--- src/rtl/cmdreg_pkg.sv ---
package cmdreg_pkg;

  // Default geometry of the command register
  localparam int unsigned CMD_DATA_W   = 22;
  localparam int unsigned CMD_CS_W     = 4;
  localparam int unsigned CMD_CS_OUT_W = 2;
  localparam int unsigned CMD_CKE_W    = 2;
  localparam int unsigned CMD_ODT_W    = 2;
  localparam int unsigned CMD_COPIES   = 2;
  localparam int unsigned CMD_ERR_HOLD = 2;

  // True when any of the lowest 'width' active-low selects is asserted.
  function automatic logic any_select_low(input logic [31:0] sel_n,
                                          input int unsigned width);
    logic hit;
    hit = 1'b0;
    for (int unsigned i = 0; i < 32; i++) begin
      if (i < width && !sel_n[i]) hit = 1'b1;
    end
    return hit;
  endfunction

  // Even parity over word and parity bit; returns 1 on a fault.
  // The word is zero-extended by the caller (width up to 64).
  function automatic logic parity_fault(input logic [63:0] word,
                                        input logic par);
    return (^word) ^ par;
  endfunction

endpackage

--- src/rtl/cmdreg_gate.sv ---
module cmdreg_gate #(
  parameter int unsigned CS_W = cmdreg_pkg::CMD_CS_W
) (
  input  logic            gate_en,
  input  logic [CS_W-1:0] cs_n,
  output logic            accept
);
  logic sel_seen;

  // Any select low, including the ones that are not re-driven.
  assign sel_seen = cmdreg_pkg::any_select_low(32'(cs_n), CS_W);
  assign accept   = !gate_en || sel_seen;

endmodule

--- src/rtl/cmdreg_copy.sv ---
module cmdreg_copy #(
  parameter int unsigned DATA_W   = cmdreg_pkg::CMD_DATA_W,
  parameter int unsigned CKE_W    = cmdreg_pkg::CMD_CKE_W,
  parameter int unsigned ODT_W    = cmdreg_pkg::CMD_ODT_W,
  parameter int unsigned CS_OUT_W = cmdreg_pkg::CMD_CS_OUT_W
) (
  input  logic                clk,
  input  logic                rst,
  input  logic                load,
  input  logic [DATA_W-1:0]   d,
  input  logic [CKE_W-1:0]    cke,
  input  logic [ODT_W-1:0]    odt,
  input  logic [CS_OUT_W-1:0] cs_n,
  output logic [DATA_W-1:0]   q,
  output logic [CKE_W-1:0]    cke_q,
  output logic [ODT_W-1:0]    odt_q,
  output logic [CS_OUT_W-1:0] cs_n_q
);

  // Gated word register
  always_ff @(posedge clk) begin
    if (rst)       q <= '0;
    else if (load) q <= d;
  end

  // Ungated side-band registers
  always_ff @(posedge clk) begin
    if (rst) begin
      cke_q  <= '0;
      odt_q  <= '0;
      cs_n_q <= '1;
    end else begin
      cke_q  <= cke;
      odt_q  <= odt;
      cs_n_q <= cs_n;
    end
  end

  AST_HOLD_WHEN_BLOCKED: assert property (@(posedge clk) disable iff (rst)
    !load |=> $stable(q));
  AST_LOAD_CAPTURES: assert property (@(posedge clk) disable iff (rst)
    load |=> q == $past(d));
  AST_SIDEBAND_TRACKS: assert property (@(posedge clk) disable iff (rst)
    1'b1 |=> (cke_q == $past(cke)) && (odt_q == $past(odt)));

endmodule

--- src/rtl/cmdreg_parity.sv ---
module cmdreg_parity #(
  parameter int unsigned DATA_W = cmdreg_pkg::CMD_DATA_W
) (
  input  logic              clk,
  input  logic              rst,
  input  logic              accept,
  input  logic [DATA_W-1:0] d_in,
  input  logic              par_in,
  output logic              mismatch,
  output logic              err_det
);
  // Stage 1: word and its gate decision, one edge old
  logic [DATA_W-1:0] dly_data;
  logic              dly_valid;
  // Stage 2: word aligned with its parity bit
  logic [DATA_W-1:0] chk_data;
  logic              chk_valid;
  logic              chk_par;

  always_ff @(posedge clk) begin
    if (rst) begin
      dly_data  <= '0;
      dly_valid <= 1'b0;
      chk_data  <= '0;
      chk_valid <= 1'b0;
      chk_par   <= 1'b0;
      err_det   <= 1'b0;
    end else begin
      dly_data  <= d_in;
      dly_valid <= accept;
      chk_data  <= dly_data;
      chk_valid <= dly_valid;
      chk_par   <= par_in;
      err_det   <= mismatch;
    end
  end

  assign mismatch = chk_valid && cmdreg_pkg::parity_fault(64'(chk_data), chk_par);

  AST_ONLY_ACCEPTED_CHECKED: assert property (@(posedge clk) disable iff (rst)
    err_det |-> $past(accept, 3));
  AST_PARITY_RULE: assert property (@(posedge clk) disable iff (rst)
    err_det |-> ((^$past(d_in, 3)) ^ $past(par_in, 2)));

endmodule

--- src/rtl/cmdreg_errpulse.sv ---
module cmdreg_errpulse #(
  parameter int unsigned HOLD = cmdreg_pkg::CMD_ERR_HOLD
) (
  input  logic clk,
  input  logic rst,
  input  logic err_det,
  output logic err_n
);
  localparam int unsigned CNT_W = $clog2(HOLD + 1);

  logic [CNT_W-1:0] hold_cnt;

  // Loading the counter is the extra alignment stage after detection.
  always_ff @(posedge clk) begin
    if (rst)                 hold_cnt <= '0;
    else if (err_det)        hold_cnt <= CNT_W'(HOLD);
    else if (hold_cnt != '0) hold_cnt <= hold_cnt - 1'b1;
  end

  assign err_n = (hold_cnt == '0);

  AST_FALL_HAS_CAUSE: assert property (@(posedge clk) disable iff (rst)
    $fell(err_n) |-> $past(err_det));
  AST_PULSE_TWO_CYCLES: assert property (@(posedge clk) disable iff (rst)
    $fell(err_n) |=> !err_n);
  AST_RESTART_EXTENDS: assert property (@(posedge clk) disable iff (rst)
    err_det |=> !err_n ##1 !err_n);

endmodule

--- src/rtl/cmdreg_buffer.sv ---
module cmdreg_buffer #(
  parameter int unsigned DATA_W   = cmdreg_pkg::CMD_DATA_W,
  parameter int unsigned CS_W     = cmdreg_pkg::CMD_CS_W,
  parameter int unsigned CS_OUT_W = cmdreg_pkg::CMD_CS_OUT_W,
  parameter int unsigned CKE_W    = cmdreg_pkg::CMD_CKE_W,
  parameter int unsigned ODT_W    = cmdreg_pkg::CMD_ODT_W,
  parameter int unsigned ERR_HOLD = cmdreg_pkg::CMD_ERR_HOLD
) (
  input  logic                clk,
  input  logic                rst,
  input  logic                gate_en,
  input  logic [DATA_W-1:0]   d_in,
  input  logic [CKE_W-1:0]    cke_in,
  input  logic [ODT_W-1:0]    odt_in,
  input  logic [CS_W-1:0]     cs_n_in,
  input  logic                par_in,
  output logic [DATA_W-1:0]   q_a,
  output logic [DATA_W-1:0]   q_b,
  output logic [CKE_W-1:0]    cke_a,
  output logic [CKE_W-1:0]    cke_b,
  output logic [ODT_W-1:0]    odt_a,
  output logic [ODT_W-1:0]    odt_b,
  output logic [CS_OUT_W-1:0] cs_n_a,
  output logic [CS_OUT_W-1:0] cs_n_b,
  output logic                err_n
);
  localparam int unsigned COPIES = cmdreg_pkg::CMD_COPIES;

  // Named internal events
  logic accept;
  logic mismatch;
  logic err_det;

  logic [DATA_W-1:0]   q_copy    [COPIES];
  logic [CKE_W-1:0]    cke_copy  [COPIES];
  logic [ODT_W-1:0]    odt_copy  [COPIES];
  logic [CS_OUT_W-1:0] cs_copy   [COPIES];

  cmdreg_gate #(.CS_W(CS_W)) u_gate (
    .gate_en (gate_en),
    .cs_n    (cs_n_in),
    .accept  (accept)
  );

  // One independent register set per output copy
  for (genvar c = 0; c < COPIES; c++) begin : g_copy
    cmdreg_copy #(
      .DATA_W   (DATA_W),
      .CKE_W    (CKE_W),
      .ODT_W    (ODT_W),
      .CS_OUT_W (CS_OUT_W)
    ) u_copy (
      .clk    (clk),
      .rst    (rst),
      .load   (accept),
      .d      (d_in),
      .cke    (cke_in),
      .odt    (odt_in),
      .cs_n   (cs_n_in[CS_OUT_W-1:0]),
      .q      (q_copy[c]),
      .cke_q  (cke_copy[c]),
      .odt_q  (odt_copy[c]),
      .cs_n_q (cs_copy[c])
    );
  end

  assign q_a    = q_copy[0];
  assign q_b    = q_copy[1];
  assign cke_a  = cke_copy[0];
  assign cke_b  = cke_copy[1];
  assign odt_a  = odt_copy[0];
  assign odt_b  = odt_copy[1];
  assign cs_n_a = cs_copy[0];
  assign cs_n_b = cs_copy[1];

  cmdreg_parity #(.DATA_W(DATA_W)) u_parity (
    .clk      (clk),
    .rst      (rst),
    .accept   (accept),
    .d_in     (d_in),
    .par_in   (par_in),
    .mismatch (mismatch),
    .err_det  (err_det)
  );

  cmdreg_errpulse #(.HOLD(ERR_HOLD)) u_pulse (
    .clk     (clk),
    .rst     (rst),
    .err_det (err_det),
    .err_n   (err_n)
  );

  AST_COPIES_EQUAL: assert property (@(posedge clk) disable iff (rst)
    (q_a == q_b) && (cke_a == cke_b) && (odt_a == odt_b) && (cs_n_a == cs_n_b));
  AST_GATED_HOLD: assert property (@(posedge clk) disable iff (rst)
    (gate_en && (&cs_n_in)) |=> $stable(q_a));
  AST_UNGATED_FOLLOW: assert property (@(posedge clk) disable iff (rst)
    !gate_en |=> q_a == $past(d_in));
  AST_CS_FOLLOW: assert property (@(posedge clk) disable iff (rst)
    1'b1 |=> cs_n_a == $past(cs_n_in[CS_OUT_W-1:0]));
  AST_CHECK_FEEDS_FLAG: assert property (@(posedge clk) disable iff (rst)
    mismatch |=> ##1 !err_n);
  AST_RESET_STATE: assert property (@(posedge clk)
    rst |=> (q_a == '0) && (cke_a == '0) && (odt_a == '0) && (&cs_n_a) && err_n);

endmodule

--- config.mk ---
export PLATFORM = sky130hd
export DESIGN_NAME = cmdreg_buffer
export DESIGN_NICKNAME = d
export VERILOG_FILES = /design/src/rtl/cmdreg_pkg.sv /design/src/rtl/cmdreg_gate.sv /design/src/rtl/cmdreg_copy.sv /design/src/rtl/cmdreg_parity.sv /design/src/rtl/cmdreg_errpulse.sv /design/src/rtl/cmdreg_buffer.sv
export SDC_FILE = /design/constraint.sdc
export NUM_CORES = 1
export LEC_CHECK = 0
export BUFFER_PORTS_ARGS = -buffer_cell sky130_fd_sc_hd__buf_2
export CAP_MARGIN = 20
export CELL_PAD_IN_SITES_DETAIL_PLACEMENT = 0
export CELL_PAD_IN_SITES_GLOBAL_PLACEMENT = 2
export CORE_MARGIN = 2
export CORE_UTILIZATION = 34
export DETAILED_ROUTE_END_ITERATION = 8
export GPL_ROUTABILITY_DRIVEN = 0
export PLACE_DENSITY_LB_ADDON = 0.1
export SYNTH_ARGS = -nofsm -noshare
export SYNTH_HDL_FRONTEND = slang
export SYNTH_HIERARCHICAL = 1
export SYNTH_SLANG_ARGS = --single-unit
--- constraint.sdc ---
create_clock -name clk -period 2 [get_ports clk]
set_clock_uncertainty 0.15 [all_clocks]
set_input_delay 0.2 -clock clk [delete_from_list [all_inputs] [get_ports clk]]
set_output_delay 0.2 -clock clk [all_outputs]
set_load 0.05 [all_outputs]
==> impl_metrics.toml, run 1 <==
[outcome]
status = "complete, no violations"

[detailed_routing]
route.detailed.drc = 0
final_antenna_net_count = 0
via_count = 2222
avgRoutedWirePerCell_um = 10.9
drtIter0Drc = 39
postRouteWirelength_mm = 6.02
vias_per_cell = 4.01
first_pass_iters = 3

[job]
max_cap_check_violation_count = 0

[clock_tree]
cts_inserted_buffers = 9
clock_insertion_delay_worst_skew_ns = 0.34
cts_max_level = 3
cts.sinks = 106
cts-root-buf = "clkbuf_8"
cts_tree = "done"
cts.clk_slew.worst_paths_ns = 0.10
cts-root-to-sink-buffers = 2

[hold_path]
worst_hold_path_type = "primary input to flop"

[die]
placeableCoreArea_um2 = 10100
fp.dieW_um = 105
floorplan.rows = 37
pin_count = 91
die-height_um = 105
floorplan.initialDensity_pct = 34.5
floorplan.die_area_um2 = 11100

[sta]
slew_headroom_pct = 69.0
finalMaxSlewViolations = 0
portion_of_the_clock_cycle_consumed_by_the_worst_path_in_the_final_layout_pct = 83.4
maxClockFrequency_ghz = 0.599
finalSetupViolations = 0
final-hold-violation-count = 0
worst_slew_pin_slew_ns = 0.464
timing.setup.tns_ns = 0
rsz0062_at_grt = "false"
fin_crit_ns = 1.67

[worst_setup_path]
crit_type = "primary input to flop"
worst-endpoint-required_ns = 2.08
reg2reg_to = "u_parity/err_det$_SDFF_PP0_"
critPathCapture = "g_copy[1].u_copy/q[16]$_SDFFE_PP0P_"
endpoint_kind = "flop"
critical_path.startpoint_type = "primary input"
worstPathArrival_ns = 1.74
crit_path_max_fanout = 45
regToRegSetupSlack_ns = 0.39
worstSetupStartpoint = "cs_n_in[1]"
reg2reg_depth = 5
regToRegStartpoint = "u_parity/chk_data[1]$_SDFF_PP0_"

[grt]
grt_first_pass_wirelength_mm = 9.80
initial_antenna_violation_count = 0
track_usage_pct = 11.2
pin_count_of_the_biggest_net_entering_global_routing = 47
grt.overflow.total = 0
first_global_vias = 2036

[layout]
filler_cell_count = 959
area.growth.synth_to_final_pct = 28.8
drive_gt1_share_pct = 26.8
num_antenna_cells = 0
finalNetCount = 448

[power_and_ir_drop]
peakVddDrop_mv = 0.332
pwr_density_cell_nw_per_um2 = 918
power_frac_seq_pct = 54.8
internal_power_w = 0.00304
p_switching_w = 0.00110
report.power.total_w = 0.00413
p_comb_share_pct = 15.0
netSwitchingFraction_pct = 26.5
power_leakage_nw = 2.25
clock_power_share_pct = 30.2

[synth]
synthCells = 298
synth.cell_area_um2 = 3490
mappedNetlistNets = 332
postSynthAreaPerCell_um2 = 11.7
synthesis.yosys.warnings = 6

[placed_design]
detailed_place_hpwl_mm = 3.82
buffer_ports.inserted = 90
sequential cells by signal, indices dropped and copies added, names as in the netlist, 2 cells and up:
| signal | flops |
|---|---|
| g_copy.u_copy/cs_n_q | 4 |
| u_parity/chk_data | 22 |
| g_copy.u_copy/cke_q | 4 |
| g_copy.u_copy/q | 44 |
| g_copy.u_copy/odt_q | 4 |
| u_pulse/hold_cnt | 2 |
| u_parity/dly_data | 22 |
timing repair:
item / in CTS / in global routing
gates resized for setup: 0 / 0
endpoints found under the hold margin: 78 / 0
buffers inserted: 0 / 0
hold buffers: 29 / 0
routing by layer:
| metal | vias to the layer above | global-route usage [%] | wire [um] | part of all wire, % |
|---|---|---|---|---|
| met5 | - | 0 | 0 | 0 |
| met4 | 0 | 6.00 | 103 | 1.7 |
| met3 | 9 | 2.54 | 257 | 4.3 |
| met2 | 48 | 17.2 | 2790 | 46 |
| met1 | 999 | 14.6 | 2860 | 48 |
| li1 | 1166 | - | - | - |
through the flow:
stage	util, %	setup slack (ns)	hold slack [ns]	cell area, um^2	std cells
6_report	44.4	0.332	0.132	4500	554
3_3_place_gp	39.7	0.408	0.264	4030	510
2_1_floorplan	-	0.469	0.122	3490	298
5_1_grt	44.4	0.251	0.142	4500	554
4_1_cts	44.4	0.335	0.129	4500	554
3_5_place_dp	39.7	0.404	0.265	4030	510
worst min path at each step:
stage / from / end / slack (ns) / cells past startpoint
3_5_place_dp: cs_n_in[1] / g_copy[1].u_copy/cs_n_q[1]$_SDFF_PP1_ / 0.27 / 2
2_1_floorplan: rst / u_pulse/hold_cnt[1]$_SDFFE_PP0P_ / 0.12 / 1
4_1_cts: rst / u_pulse/hold_cnt[1]$_SDFFE_PP0P_ / 0.13 / 2
5_1_grt: rst / u_pulse/hold_cnt[1]$_SDFFE_PP0P_ / 0.14 / 2
3_3_place_gp: cs_n_in[0] / g_copy[1].u_copy/cs_n_q[0]$_SDFF_PP1_ / 0.26 / 2
6_report: rst / u_pulse/hold_cnt[1]$_SDFFE_PP0P_ / 0.13 / 2
layout by cell type (no fill, tap or decap), drive strengths merged:
cell type	n
or2	4
dlygate4sd3	29
xnor2	17
clkbuf	11
nor2	46
bufinv	1
nor2b	55
buf	93
and3	1
mux2i	44
dfxtp	106
nor4b	1
xnor3	1
xor2	3
clkinvlp	2
clkinv	1
nand3	1
and3b	1
a21oi	1
power groups by stage:
stage | clock network, W | registers [W] | logic [W]
finish | 0.00125 | 0.00226 | 0.000620
CTS | 0.00131 | 0.00227 | 0.000631
detailed placement | 0 | 0.00232 | 0.000587
global route | 0.00140 | 0.00228 | 0.000668
floorplan | 0 | 0.00253 | 0.000222
global placement | 0 | 0.00231 | 0.000584
critical path: stages:
cell and delay [ns]:
dlygate4sd3_1 0.53, buf_2 0.13, and3_1 0.18, nand3_4 0.09, buf_12 0.29, mux2i_1 0.23, nor2_1 0.05
area by class of cell:
class	instances	area [um^2]	share of cell area (%)
clock buffers	11	131	2.92
clock inverters	4	53.8	1.20
multi-input cells	175	1230	27.4
flip-flops and latches	106	2120	47.2
well taps	136	170	3.78
repair buffers	122	791	17.6
No activity file was read; power rests on OpenSTA's default activity.
==> run 2: changes to the inputs <==
ABC_AREA = 1   (was default)
CORE_UTILIZATION = 27   (was 34)
clock period = 1.35 ns   (was 2 ns; I/O delays follow)
==> impl_metrics.toml, run 2 <==
[outcome]
status = "complete, but fails checks"
failing_checks = "negative setup slack"

[grt]
track_usage_pct = 12.2
first_global_vias = 3279
initial_antenna_violation_count = 0
grt.overflow.total = 0
pin_count_of_the_biggest_net_entering_global_routing = 49
grt_first_pass_wirelength_mm = 15.6

[layout]
filler_cell_count = 1648
final_common_cell = "nand2_1"
drive_gt1_share_pct = 23.8
finalNetCount = 734
max_reg_flops = 44
area.growth.synth_to_final_pct = 29.1
layout.cells.most_common_list = "nand2_1 (151), nor2_1 (133), inv_1 (118), buf_2 (89), dfxtp_1 (88)"
num_antenna_cells = 0
reg_top3 = "g_copy.u_copy/q (44), u_parity/chk_data (22), u_parity/dly_data (22)"
largest-register = "g_copy.u_copy/q"

[clock_tree]
cts_max_level = 3
cts-root-to-sink-buffers = 2
cts.clk_slew.worst_paths_ns = 0.07
cts-root-buf = "clkbuf_16"
cts_inserted_buffers = 9
cts_tree = "done"
postCtsSetupRepairBufs = 0
cts.sinks = 106
clock_insertion_delay_worst_skew_ns = 0.34

[die]
die-height_um = 128
floorplan.initialDensity_pct = 27.5
fp.dieW_um = 128
floorplan.rows = 45
pin_count = 91
placeableCoreArea_um2 = 15100
floorplan.die_area_um2 = 16400

[detailed_routing]
route.detailed.drc = 0
first_pass_iters = 4
vias_per_cell = 3.82
final_antenna_net_count = 0
drtIter0Drc = 120
avgRoutedWirePerCell_um = 10.5
via_count = 3407
dr_wl_met2_mm = 4.08
postRouteWirelength_mm = 9.38
met3RoutedLength_um = 486
detail_route.wirelength.met1_mm = 4.70
dr.max_layer_used = "met4"

[sta]
slew_headroom_pct = 71.2
finalSetupViolations = 1
fin_crit_ns = 1.35
portion_of_the_clock_cycle_consumed_by_the_worst_path_in_the_final_layout_pct = 100
rsz0062_at_grt = "true"
finalMaxSlewViolations = 0
setup_slack_ns = -0.000450
maxClockFrequency_ghz = 0.740
worst_slew_pin_slew_ns = 0.432
timing.setup.tns_ns = -0.000450
final-hold-violation-count = 0
fin_worst_hold_slack_ns = 0.0264

[placed_design]
buffer_ports.inserted = 90
place_worst_setup_slack_ns = -0.0228
detailed_place_hpwl_mm = 6.68

[worst_setup_path]
worst-endpoint-required_ns = 1.49
cpPeakStageDelay_ns = 0.33
reg2reg_to = "u_parity/err_det$_SDFF_PP0_"
crit_path_max_fanout = 2
worstPathArrival_ns = 1.49
critical-path-slowest-cell = "dfxtp_2"
endpoint_kind = "flop"
critical_path.most_common_cell = "nand2_1"
critical_path.startpoint_type = "flop"
regToRegSetupSlack_ns = -0.0005
regToRegStartpoint = "u_parity/chk_data[8]$_SDFF_PP0_"
worstPathCellList = "xnor2_1 -> nand2_1 -> nand2_2 -> nand2_2 -> nand2_1 -> nand2_1 -> nand2_1 -> nand2_1 -> nand2_1 -> nand2_2 -> nor2_2"
reg2reg_depth = 11
crit_type = "flop to flop"

[synth]
postSynthAreaPerCell_um2 = 7.13
synthesis.yosys.warnings = 6
mappedNetlistNets = 616
synth.cell_area_um2 = 4150
synthCells = 582

[power_and_ir_drop]
peakVddDrop_mv = 0.783
power_leakage_nw = 3.05
clock_power_share_pct = 37.5
netSwitchingFraction_pct = 27.9
p_comb_share_pct = 15.0
internal_power_w = 0.00512
power_frac_seq_pct = 47.5
report.power.total_w = 0.00711
pwr_density_cell_nw_per_um2 = 1330
p_switching_w = 0.00199

[hold_path]
hold_path_cells = 2
worst_hold_startpoint = "rst"
timing.hold.worst_endpoint = "g_copy[0].u_copy/cke_q[0]$_SDFF_PP0_"
worst_hold_path_type = "primary input to flop"

[job]
max_cap_check_violation_count = 0
-- run 2: cell count changes in the layout (fill, tap and decap cells not counted), moves of 7 or more --
cell	change
inv_1	+118
clkbuf_8	-8
nor2b_1	-55
nor2_1	+87
mux2i_1	-44
nand2_1	+151
dfxtp_2	+18
xnor2_1	-11
nand2_2	+12
clkbuf_16	+9
dfxtp_1	-18
nor2_2	+16
nand3_1	+7
-- run 2: area by class of cell --
type | count | area [um^2] | share of cell area [%]
sequential | 106 | 2140 | 40.0
tap | 188 | 235 | 4.39
multi-input combinational | 335 | 1410 | 26.3
clock inverter | 6 | 65.1 | 1.21
timing repair buffer | 126 | 812 | 15.1
clock buffer | 10 | 239 | 4.46
inverter | 122 | 458 | 8.54
-- run 2: per-layer routing --
metal  up-vias  global-route usage [%]
met3         8                    4.84
met2        59                    18.6
met5         -                       0
li1       1865                       -
met1      1475                    15.9
met4         0                    3.81
-- run 2: worst max-delay path, delay by kind of cell, from the launching register on --
kind / cells / cell delay [ns]
simple gates: 10 / 0.62
xor+xnor: 1 / 0.20
flops: 1 / 0.33
-- run 2: worst max path at each step --
stage                                                 from                          end  slack (ns)  cells past startpoint
after floorplan            u_parity/chk_data[4]$_SDFF_PP0_  u_parity/err_det$_SDFF_PP0_        0.09                     13
final                      u_parity/chk_data[8]$_SDFF_PP0_  u_parity/err_det$_SDFF_PP0_     -0.0005                     11
after detailed placement  u_parity/chk_data[14]$_SDFF_PP0_  u_parity/err_det$_SDFF_PP0_       -0.02                     11
after global placement     u_parity/chk_data[2]$_SDFF_PP0_  u_parity/err_det$_SDFF_PP0_       -0.01                     13
after CTS                  u_parity/chk_data[8]$_SDFF_PP0_  u_parity/err_det$_SDFF_PP0_       -0.01                     11
after global routing       u_parity/chk_data[2]$_SDFF_PP0_  u_parity/err_det$_SDFF_PP0_       -0.16                     13
-- run 2: timing repair --
action	CTS	global route
setup endpoints to repair	2	2
pin swaps	4	4
endpoints found under the hold margin	77	0
gates resized for setup	12	14
hold buffers	29	0
-- run 2: per-stage QoR --
step	cell area, um^2	util (%)	std cells
2_1_floorplan	4150	-	582
3_3_place_gp	4720	31.3	848
3_5_place_dp	4720	31.3	848
4_1_cts	5330	35.3	893
5_1_grt	5360	35.5	893
6_report	5360	35.5	893
-- run 2: power by group through the flow --
stage	combinational, W	sequential [W]	clock, W
6_report	0.00106	0.00337	0.00267
3_3_place_gp	0.00100	0.00344	0
2_1_floorplan	0.000403	0.00378	0
5_1_grt	0.00118	0.00339	0.00293
3_5_place_dp	0.00100	0.00344	0
4_1_cts	0.00107	0.00337	0.00281
